[src/rtl/dds_pkg.sv]
// Package: shared sizes for the DDS phase generator.
// Assumes the tuning word is exactly two write-port words wide.
package dds_pkg;
    localparam int unsigned DATA_W  = 16;
    localparam int unsigned ACC_W   = 32;
    localparam int unsigned PH_W    = 12;
    localparam int unsigned N_FREQ  = 2;
    localparam int unsigned N_PHASE = 4;
    localparam int unsigned ADDR_W  = 3;
endpackage

[src/rtl/dds_regbank.sv]
// Module: dds_regbank
// Holds the tuning words (each loaded in two halves) and the phase
// offsets, and presents the currently selected increment and offset.
// Assumes ACC_W == 2*DATA_W, N_FREQ == 2 and N_PHASE == 4. Address bit
// 2 chooses the offset bank, and in the tuning bank bit 1 is the word
// and bit 0 the half.
module dds_regbank #(
    parameter int unsigned DATA_W  = dds_pkg::DATA_W,
    parameter int unsigned ACC_W   = dds_pkg::ACC_W,
    parameter int unsigned PH_W    = dds_pkg::PH_W,
    parameter int unsigned N_FREQ  = dds_pkg::N_FREQ,
    parameter int unsigned N_PHASE = dds_pkg::N_PHASE,
    parameter int unsigned ADDR_W  = dds_pkg::ADDR_W
) (
    input  logic                             clk,
    input  logic                             rst_n,
    input  logic                             wr_en,
    input  logic [ADDR_W-1:0]                wr_addr,
    input  logic [DATA_W-1:0]                wr_data,
    input  logic                             freq_sel,
    input  logic [1:0]                       phase_sel,
    output logic [N_FREQ-1:0][ACC_W-1:0]     freq_q,
    output logic [N_PHASE-1:0][PH_W-1:0]     poff_q,
    output logic [ACC_W-1:0]                 inc,
    output logic [PH_W-1:0]                  off
);
    localparam int unsigned HALF_W = ACC_W / 2;

    logic in_phase_bank;
    assign in_phase_bank = wr_addr[ADDR_W-1];

    for (genvar f = 0; f < N_FREQ; f++) begin : g_freq
        for (genvar h = 0; h < 2; h++) begin : g_half
            logic hit;
            assign hit = wr_en && !in_phase_bank
                         && (wr_addr[1] == f[0]) && (wr_addr[0] == h[0]);
            // Load one half of a tuning word when its address is written.
            always_ff @(posedge clk) begin
                if (!rst_n)
                    freq_q[f][h*HALF_W +: HALF_W] <= '0;
                else if (hit)
                    freq_q[f][h*HALF_W +: HALF_W] <= wr_data[HALF_W-1:0];
            end
        end
    end

    for (genvar p = 0; p < N_PHASE; p++) begin : g_phase
        logic hit;
        assign hit = wr_en && in_phase_bank && (wr_addr[1:0] == p[1:0]);
        // Load an offset register from the low data bits only.
        always_ff @(posedge clk) begin
            if (!rst_n)
                poff_q[p] <= '0;
            else if (hit)
                poff_q[p] <= wr_data[PH_W-1:0];
        end
    end

    // Pick the increment and offset named by the select inputs.
    always_comb begin
        inc = freq_q[freq_sel];
        off = poff_q[phase_sel];
    end
endmodule

[src/rtl/dds_phase_acc.sv]
// Module: dds_phase_acc
// Free-running phase accumulator that adds the increment on every
// clock and wraps modulo 2^ACC_W. It assumes the increment is stable
// at each rising edge.
module dds_phase_acc #(
    parameter int unsigned ACC_W = dds_pkg::ACC_W
) (
    input  logic             clk,
    input  logic             rst_n,
    input  logic [ACC_W-1:0] inc,
    output logic [ACC_W-1:0] acc_q
);
    // Advance the phase by the increment, dropping the carry out.
    always_ff @(posedge clk) begin
        if (!rst_n)
            acc_q <= '0;
        else
            acc_q <= acc_q + inc;
    end
endmodule

[src/rtl/dds_offset_add.sv]
// Module: dds_offset_add
// Adds the selected phase offset to the accumulator's top bits and
// registers the wrapped sum, together with a valid flag. It assumes
// acc_top already holds the top PH_W accumulator bits.
module dds_offset_add #(
    parameter int unsigned PH_W = dds_pkg::PH_W
) (
    input  logic            clk,
    input  logic            rst_n,
    input  logic [PH_W-1:0] acc_top,
    input  logic [PH_W-1:0] off,
    output logic [PH_W-1:0] phase_out,
    output logic            phase_vld
);
    // Register the modulo-2^PH_W phase sum and mark it valid.
    always_ff @(posedge clk) begin
        if (!rst_n) begin
            phase_out <= '0;
            phase_vld <= 1'b0;
        end else begin
            phase_out <= acc_top + off;
            phase_vld <= 1'b1;
        end
    end
endmodule

[src/rtl/dds_phase_gen.sv]
// Module: dds_phase_gen (top)
// Phase generator for a direct digital synthesizer. It has a write
// register bank, a 32-bit accumulator and an offset adder with a
// registered output. All state is reset synchronously while rst_n is low.
module dds_phase_gen #(
    parameter int unsigned DATA_W  = dds_pkg::DATA_W,
    parameter int unsigned ACC_W   = dds_pkg::ACC_W,
    parameter int unsigned PH_W    = dds_pkg::PH_W,
    parameter int unsigned N_FREQ  = dds_pkg::N_FREQ,
    parameter int unsigned N_PHASE = dds_pkg::N_PHASE,
    parameter int unsigned ADDR_W  = dds_pkg::ADDR_W
) (
    input  logic              clk,
    input  logic              rst_n,
    input  logic              wr_en,
    input  logic [ADDR_W-1:0] wr_addr,
    input  logic [DATA_W-1:0] wr_data,
    input  logic              freq_sel,
    input  logic [1:0]        phase_sel,
    output logic [PH_W-1:0]   phase_out,
    output logic              phase_vld
);
    logic [N_FREQ-1:0][ACC_W-1:0]  freq_w;
    logic [N_PHASE-1:0][PH_W-1:0]  poff_w;
    logic [ACC_W-1:0]              inc_w;
    logic [PH_W-1:0]               off_w;
    logic [ACC_W-1:0]              acc_w;

    dds_regbank #(
        .DATA_W(DATA_W), .ACC_W(ACC_W), .PH_W(PH_W),
        .N_FREQ(N_FREQ), .N_PHASE(N_PHASE), .ADDR_W(ADDR_W)
    ) regs_i (
        .clk(clk), .rst_n(rst_n), .wr_en(wr_en), .wr_addr(wr_addr),
        .wr_data(wr_data), .freq_sel(freq_sel), .phase_sel(phase_sel),
        .freq_q(freq_w), .poff_q(poff_w), .inc(inc_w), .off(off_w)
    );

    dds_phase_acc #(.ACC_W(ACC_W)) acc_i (
        .clk(clk), .rst_n(rst_n), .inc(inc_w), .acc_q(acc_w)
    );

    dds_offset_add #(.PH_W(PH_W)) add_i (
        .clk(clk), .rst_n(rst_n), .acc_top(acc_w[ACC_W-1 -: PH_W]),
        .off(off_w), .phase_out(phase_out), .phase_vld(phase_vld)
    );
endmodule

[config.mk]
export PLATFORM = sky130hd
export DESIGN_NAME = dds_phase_gen
export DESIGN_NICKNAME = d
export VERILOG_FILES = /design/src/rtl/dds_pkg.sv /design/src/rtl/dds_regbank.sv /design/src/rtl/dds_phase_acc.sv /design/src/rtl/dds_offset_add.sv /design/src/rtl/dds_phase_gen.sv
export SDC_FILE = /design/constraint.sdc
export NUM_CORES = 1
export LEC_CHECK = 0
export CAP_MARGIN = 40
export CORE_MARGIN = 2
export CORE_UTILIZATION = 30
export DETAILED_ROUTE_END_ITERATION = 8
export GPL_TIMING_DRIVEN = 0
export PLACE_DENSITY = 0.57
export RECOVER_POWER = 25
export SETUP_SLACK_MARGIN = 0.02
export SLEW_MARGIN = 25
export SYNTH_ARGS = -nofsm -noshare
export SYNTH_HDL_FRONTEND = slang
export SYNTH_SLANG_ARGS = --single-unit
[constraint.sdc]
create_clock -name clk -period 3.7 [get_ports clk]
set_clock_uncertainty 0.15 [all_clocks]
set_input_delay 0.925 -clock clk [delete_from_list [all_inputs] [get_ports clk]]
set_output_delay 0.925 -clock clk [all_outputs]
set_load 0.005 [all_outputs]
==> results of run 1 <==
==> worst paths after layout <==
check / startpoint / to / slack [ns] / cells past startpoint
worst max register to register: regs_i.poff_q[36] / add_i.phase_out[10] / 0.80 / 10
worst min register to register: regs_i.freq_q[47] / regs_i.freq_q[47] / 0.31 / 2
worst max-delay path: freq_sel / acc_i.acc_q[24] / 0.12 / 12
worst min-delay path: regs_i.freq_q[47] / regs_i.freq_q[47] / 0.31 / 2
==> kinds of logic after synthesis <==
family	after synthesis	synth area share
DFF	157	0.379
adders and majority gates	44	0.0683
AOI/OAI and AO/OA	226	0.199
buffers and inverters	69	0.0379
muxes	51	0.0844
xor gates and xnor gates	30	0.0317
and+or+nand+nor	381	0.199
==> registers in the layout (all words and copies together), names as in the netlist <==
register / flops
regs_i.poff_q: 48
acc_i.acc_q: 32
add_i.phase_out: 12
add_i.phase_vld: 1
regs_i.freq_q: 64
==> placed cells by master, fill, tap and decap left out, types with 3 or more instances in the layout <==
cell type / count
clkbuf_16: 17
a31oi_1: 3
ha_1: 42
clkdlybuf4s50_1: 7
a41oi_1: 3
xor2_1: 15
bufinv_16: 3
mux2i_1: 8
and3_1: 8
a21boi_0: 109
o21ai_0: 8
a21o_1: 16
a21boi_1: 4
mux4_2: 12
clkinvlp_4: 3
buf_4: 15
inv_8: 3
nor2b_1: 5
mux2_2: 31
nand2b_1: 11
inv_1: 4
dfxtp_1: 157
and2_1: 32
o21bai_1: 10
nand4_1: 8
buf_2: 8
xnor2_1: 15
o21ai_1: 6
nor3_1: 4
a21oi_1: 35
dlygate4sd3_1: 14
clkbuf_1: 40
nand3_1: 16
a31o_2: 3
nand2_1: 266
nor2_1: 21
inv_6: 3
o21a_1: 8
==> per-layer routing <==
metal	global-route usage	wire length, um	up-vias	part of all wire
li1	-	-	3374	-
met3	0.0298	1000	23	0.045
met4	0.0528	348	0	0.016
met5	0	0	-	0
met2	0.251	10200	136	0.46
met1	0.216	10600	3180	0.48
==> area by class of cell <==
cell class | instances | area share
tap | 341 | 0.0444
clock buffer | 17 | 0.0442
buffer | 65 | 0.0345
timing repair buffer | 24 | 0.0241
multi-input combinational | 732 | 0.506
clock inverter | 13 | 0.0189
sequential | 157 | 0.327
inverter | 4 | 0.00156
==> power by group through the flow <==
stage          clock [mW]  sequential (mW)  combinational, mW
2_1_floorplan           0             1.78              0.206
4_1_cts              1.89             1.75              0.314
6_report             1.86             1.75              0.311
5_1_grt              1.96             1.75              0.343
3_5_place_dp            0             1.79              0.311
3_3_place_gp            0             1.79              0.307
==> through the flow <==
stage                     instances  cell area (um^2)  total power, mW  utilization
after floorplan                 958              8310             1.99            -
after global placement         1321              8960             2.09        0.331
after detailed placement       1321              8960             2.10        0.331
after CTS                      1351              9590             3.95        0.355
after global routing           1353              9620             4.06        0.356
final                          1353              9620             3.92        0.356
==> critical path: stages <==
cell	delay [ns]
clkbuf_2	0.21
clkbuf_8	0.23
mux2_2	0.34
ha_1	0.21
fa_2	0.37
a21o_1	0.21
a221oi_4	0.38
o211ai_2	0.14
a31oi_4	0.27
o21ai_2	0.14
xor2_1	0.17
and2_1	0.17
==> what timing repair did <==
action                     in CTS  in global routing
resized for setup               9                 11
buffers inserted                0                  1
setup endpoints to repair       9                 14
pin swaps                       0                  2
hold buffers                    0                  0
==> PnR_summary.wiki, run 1 <==
{| class="wikitable"
! Metric !! Value
|-
| Result of the run || finished clean
|-
| Setup Slack @ Placement || -0.843 ns
|-
| Syn Nets || approximately 1k
|-
| Overall track demand over capacity in global routing || 0.158
|-
| Library cells used by synthesis || 57
|-
| Clock slew at reported path FFs || around 0.07 ns
|-
| Wire length after detailed routing || 22100 um
|-
| Warnings from Yosys || 0
|-
| TritonCTS clock tree || built
|-
| Share of cells above drive strength 1 || 0.117
|-
| Part of the total power dissipated in combinational logic || 0.079
|-
| Relative slew slack || 0.469
|-
| H-tree depth || 4
|-
| Starting density of the core || 0.307
|-
| P_sw || around 0.99 mW
|-
| First-pass GRT wire length || between 30000 and 40000 um
|-
| HPWL after detailed placement || ~16000 um
|-
| Library cell with the highest instance count after synthesis || nand2_1
|-
| WP data required || between 3 and 4 ns
|-
| Type of origin of the critical path || primary input
|-
| Remaining Overflow, GRT || 0
|-
| Via count || roughly 6.7k
|-
| Tcrit/Tclk final || 0.967
|-
| Internal Dissipation || just under 3 mW
|-
| Worst-Margin Slew || about 0.8 ns
|-
| Part of the power in the clock network || 0.474
|-
| Pin count of the biggest net entering global routing || 17
|-
| # DRC || 0
|-
| Area added between synthesis and finish || 16.1%
|-
| Hold violation count in the final report || 0
|-
| Switching part of the total power || 0.252
|-
| Final-report max-slew violation count || 0
|-
| Wire per inst || roughly 16 um
|-
| Leading area contributor after synthesis || dfxtp_1
|-
| # nets final || roughly 1.1k
|-
| Setup TNS after final layout || 0 ns
|-
| Most common flop cell mapped by yosys || dfxtp_1
|-
| Syn_area_per_cell || 8.65 um^2
|-
| Ratio of routed vias to standard cells || 4.96
|-
| Total I/O pin count || 38
|-
| Buffers added on ports || 22
|-
| Portion of synthesized cell area occupied by the leading cell type || 0.379
|-
| Share of synthesized flip-flops with an asynchronous set or reset || 0
|-
| Top area cells in the synthesized netlist || dfxtp_1, nand2_1, a21boi_0
|-
| Clock latency of the later-clocked register in the worst-skew pair || 0.44 ns
|-
| Die ar. || around 29000 um^2
|-
| CTS Buf Count || 17
|-
| Power density over cell area || about 400 nW/um^2
|-
| Max Fclk || 0.279 GHz
|-
| Worst hold margin || roughly 0.31 ns
|-
| Synth Cell Area || between 8000 and 9000 um^2
|-
| Share of synthesized area occupied by flip-flops and latches || 0.379
|-
| Post-synthesis cell count || 958
|-
| Initial antenna violation count || 0
|-
| Critical path start-end classification || in2reg
|-
| Type of the tightest min-delay check || reg2reg
|-
| Final critical path time including I/O delays and setup || ~3.6 ns
|-
| Die height || between 150 and 200 um
|-
| Number of failing setup endpoints in the final timing report || 0
|-
| Critical Path Sink Type || register
|-
| Cell Rows || 60
|-
| Cell at the root of the clock tree || clkbuf_16
|-
| Number of antenna repair diodes || 0
|-
| Routability cong. || between 0.8 and 0.9
|-
| Unrepaired setup endpoints after global routing || yes
|-
| DRT antenna net count || 0
|-
| Static leakage || about 3.8 nW
|-
| Worst-case vdd ir drop || 274 uV
|-
| Proportion of power drawn by flip-flops and latches || 0.446
|-
| Largest driver fanout on the critical path || 10
|-
| Clock sink count || between 150 and 200
|-
| Length of the first detailed-routing pass in iterations || 5
|-
| Most numerous cell types in the synthesized netlist || nand2_1, dfxtp_1, a21boi_0
|-
| Fill cell count || approximately 2.8k
|-
| Vias in the first global route || 6387
|-
| Die W || between 150 and 200 um
|-
| Arrival time of data at the critical path endpoint || roughly 3.8 ns
|-
| Footprint of the multi-input gates || approximately 4900 um^2
|-
| Clk buf depth || 2
|-
| Initial DRC count || ~340
|-
| Core ar. || 27000 um^2
|-
| Footprint of the flip-flops and latches || ~3100 um^2
|-
| Max Cap Viol || 0
|-
| Number of register bits inferred by synthesis || between 150 and 200
|-
| Final Worst Setup Slack || 0.121 ns
|-
| Count of flip-flops with a built-in enable after synthesis || 0
|}
No activity file was read; power rests on OpenSTA's default activity.
==> run 2: changes to the inputs <==
- DONT_BUFFER_PORTS: default -> 1
- PLACE_DENSITY: 0.57 -> 0.55
==> run 2 against run 1 <==
  * Final area decreased by 2.2%
  * Worst setup slack got worse by 0.0027 ns
  * Via count decreased by 1.8%
  * Clock power increased by 3%
  * Combinational power decreased by 8.7%
  * Sequential share of layout area increased by 0.74 points
  * Maximum frequency about the same
  * Sequential cell count unchanged
  * Wire length increased by 0.13%
  * Register-to-register slack got worse by 0.10 ns
  * Worst hold slack got worse by 0.0049 ns
  * Sequential power about the same
  * Highest routed layer unchanged
==> PnR_summary.wiki, run 2 (synthesized netlist as in run 1, its figures left out) <==
{| class="wikitable"
! Metric !! Value
|-
| R2r worst-path depth || 10
|-
| CTS Buf Count || 17
|-
| Largest registers ranked by flip-flop count || regs_i.freq_q (64), regs_i.poff_q (48), acc_i.acc_q (32)
|-
| Wire length after detailed routing || about 22000 um
|-
| Critical path's largest stage delay || 0.38 ns
|-
| Ratio of routed vias to standard cells || 4.95
|-
| Crit Reg-Reg Startpoint || regs_i.poff_q[36]
|-
| # DRC || 0
|-
| Type of origin of the critical path || primary input
|-
| Clk buf depth || 2
|-
| Termination of the worst setup path || acc_i.acc_q[28]
|-
| Non-Filler Cell Area, Final || 9410 um^2
|-
| Vias in the first global route || around 6.5k
|-
| Remaining Overflow, GRT || 0
|-
| Final Util || 0.348
|-
| P_sw || between 1 and 1.5 mW
|-
| Area added between synthesis and finish || 13.5%
|-
| Footprint of the multi-input gates || approximately 5000 um^2
|-
| Initial DRC count || just over 300
|-
| Cell Rows || 60
|-
| Unrepaired setup endpoints after global routing || yes
|-
| Internal Dissipation || 2.93 mW
|-
| Cell at the root of the clock tree || clkbuf_16
|-
| Cell area reported after detailed placement || 8740 um^2
|-
| Number of failing setup endpoints in the final timing report || 0
|-
| Power density over cell area || roughly 420 nW/um^2
|-
| Final-report max-slew violation count || 0
|-
| Die height || approximately 170 um
|-
| Static leakage || about 3.7 nW
|-
| Overall track demand over capacity in global routing || 0.160
|-
| Max Fclk || around 0.28 GHz
|-
| Total I/O pin count || 38
|-
| Tcrit/Tclk final || 0.968
|-
| Pin count of the biggest net entering global routing || 17
|-
| Routability cong. || between 0.8 and 0.9
|-
| Cell-by-cell listing of the critical path || clkbuf_2 > clkbuf_8 > mux2_2 > ha_1 > fa_2 > a21o_1 > a221oi_4 > o211ai_2 > a31oi_4 > o21ai_2 > o221ai_2 > mux2i_1
|-
| Initial antenna violation count || 1
|-
| Via count || between 6k and 7k
|-
| Slack of the worst reg-to-reg path || about 0.7 ns
|-
| DRT antenna net count || 0
|-
| Leading cell types in the layout, fill and taps excluded || nand2_1, dfxtp_1, a21boi_0
|-
| Footprint of the flip-flops and latches || 3140 um^2
|-
| Fill cell count || 2823
|-
| TritonCTS clock tree || built
|-
| Number of flip-flops under the largest register name || 64
|-
| Power consumption || 3.95 mW
|-
| Type of the tightest min-delay check || reg2reg
|-
| Worst-Margin Slew || between 0.7 and 0.8 ns
|-
| Worst-case vdd ir drop || 293 uV
|-
| Proportion of power drawn by flip-flops and latches || 0.444
|-
| Clock slew at reported path FFs || about 0.07 ns
|-
| Slowest cell on the critical path || a221oi_4
|-
| Most common cell after layout, fill and taps aside || nand2_1
|-
| HPWL after detailed placement || between 15000 and 20000 um
|-
| # nets final || 1048
|-
| Arrival time of data at the critical path endpoint || 3.80 ns
|-
| Final Instance Count excl. Fillers || between 1k and 1.5k
|-
| First-pass GRT wire length || approximately 35000 um
|-
| Starting density of the core || 0.307
|-
| Launching instance or port of the critical path || freq_sel
|-
| Largest driver fanout on the critical path || 10
|-
| Result of the run || finished clean
|-
| Part of the total power dissipated in combinational logic || 0.072
|-
| Critical path start-end classification || in2reg
|-
| Buffers added on ports || 0
|-
| Share of cells above drive strength 1 || 0.119
|-
| Critical Path Sink Type || register
|-
| Worst r2r dst || add_i.phase_out[8]
|-
| Clock sink count || 157
|-
| Relative slew slack || 0.472
|-
| WP data required || 3.92 ns
|-
| Final critical path time including I/O delays and setup || around 3.6 ns
|-
| Max Cap Viol || 0
|-
| Switching part of the total power || 0.257
|-
| Number of antenna repair diodes || 0
|-
| Number of buffers inserted for hold repair after clock tree synthesis || 0
|-
| Number of placed instances with taps included || about 1.3k
|-
| Hold violation count in the final report || 0
|-
| Die ar. || 29000 um^2
|-
| Length of the first detailed-routing pass in iterations || 5
|-
| Wire per inst || about 17 um
|-
| Most flop-heavy register || regs_i.freq_q
|-
| Die W || roughly 170 um
|-
| Clock latency of the later-clocked register in the worst-skew pair || roughly 0.44 ns
|-
| Part of the power in the clock network || 0.484
|-
| Core ar. || 27000 um^2
|-
| H-tree depth || 4
|}
[run 2: timing repair]
item                                    CTS  global route
resized for setup                         2             7
pin swaps                                 0             1
buffers inserted                          0             1
endpoints found under the setup margin    2             8
[run 2: worst min path at each step]
stage,start,to,depth (start not counted)
after floorplan,regs_i.freq_q[10],regs_i.freq_q[10],2
after global placement,regs_i.freq_q[9],regs_i.freq_q[9],2
after detailed placement,regs_i.freq_q[8],regs_i.freq_q[8],2
after CTS,regs_i.freq_q[8],regs_i.freq_q[8],2
after global routing,regs_i.freq_q[8],regs_i.freq_q[8],2
final,regs_i.freq_q[8],regs_i.freq_q[8],2
[run 2: layer usage]
metal | GRT usage | wire length (um)
met5 | 0 | 0
met4 | 0.0483 | 334
met3 | 0.0277 | 856
met2 | 0.255 | 9920
met1 | 0.223 | 11000
[run 2: worst max-delay path, delay by kind of cell]
family / cells / cell delay (ns)
AO/OA/AOI/OAI: 6 / 1.34
multiplexers: 2 / 0.54
buffers and inverters: 2 / 0.42
adder cells (fa/ha/maj): 2 / 0.57
[run 2: power by group through the flow]
stage                     clock network (mW)  registers [mW]  logic (mW)
after floorplan                            0            1.78       0.206
after global placement                     0            1.79       0.282
after detailed placement                   0            1.79       0.284
after CTS                               1.94            1.75       0.285
after global routing                    2.01            1.76       0.316
final                                   1.91            1.75       0.284
[run 2: through the flow]
stage / hold WS [ns] / worst slack, ns / setup TNS (ns)
3_5_place_dp: 0.298 / -0.514 / -5.78
2_1_floorplan: 0.283 / 0.0622 / 0
4_1_cts: 0.308 / 0.0824 / 0
3_3_place_gp: 0.293 / -0.538 / -5.73
6_report: 0.305 / 0.118 / 0
5_1_grt: 0.327 / 0.00959 / 0
[run 2: cell type report]
class,count,area share
Tap cell,341,0.0454
Clock buffer,18,0.0456
Clock inverter,14,0.0217
Sequential cell,157,0.334
Buffer,65,0.0339
Timing Repair Buffer,2,0.00133
Inverter,4,0.00160
Multi-Input combinational cell,732,0.516
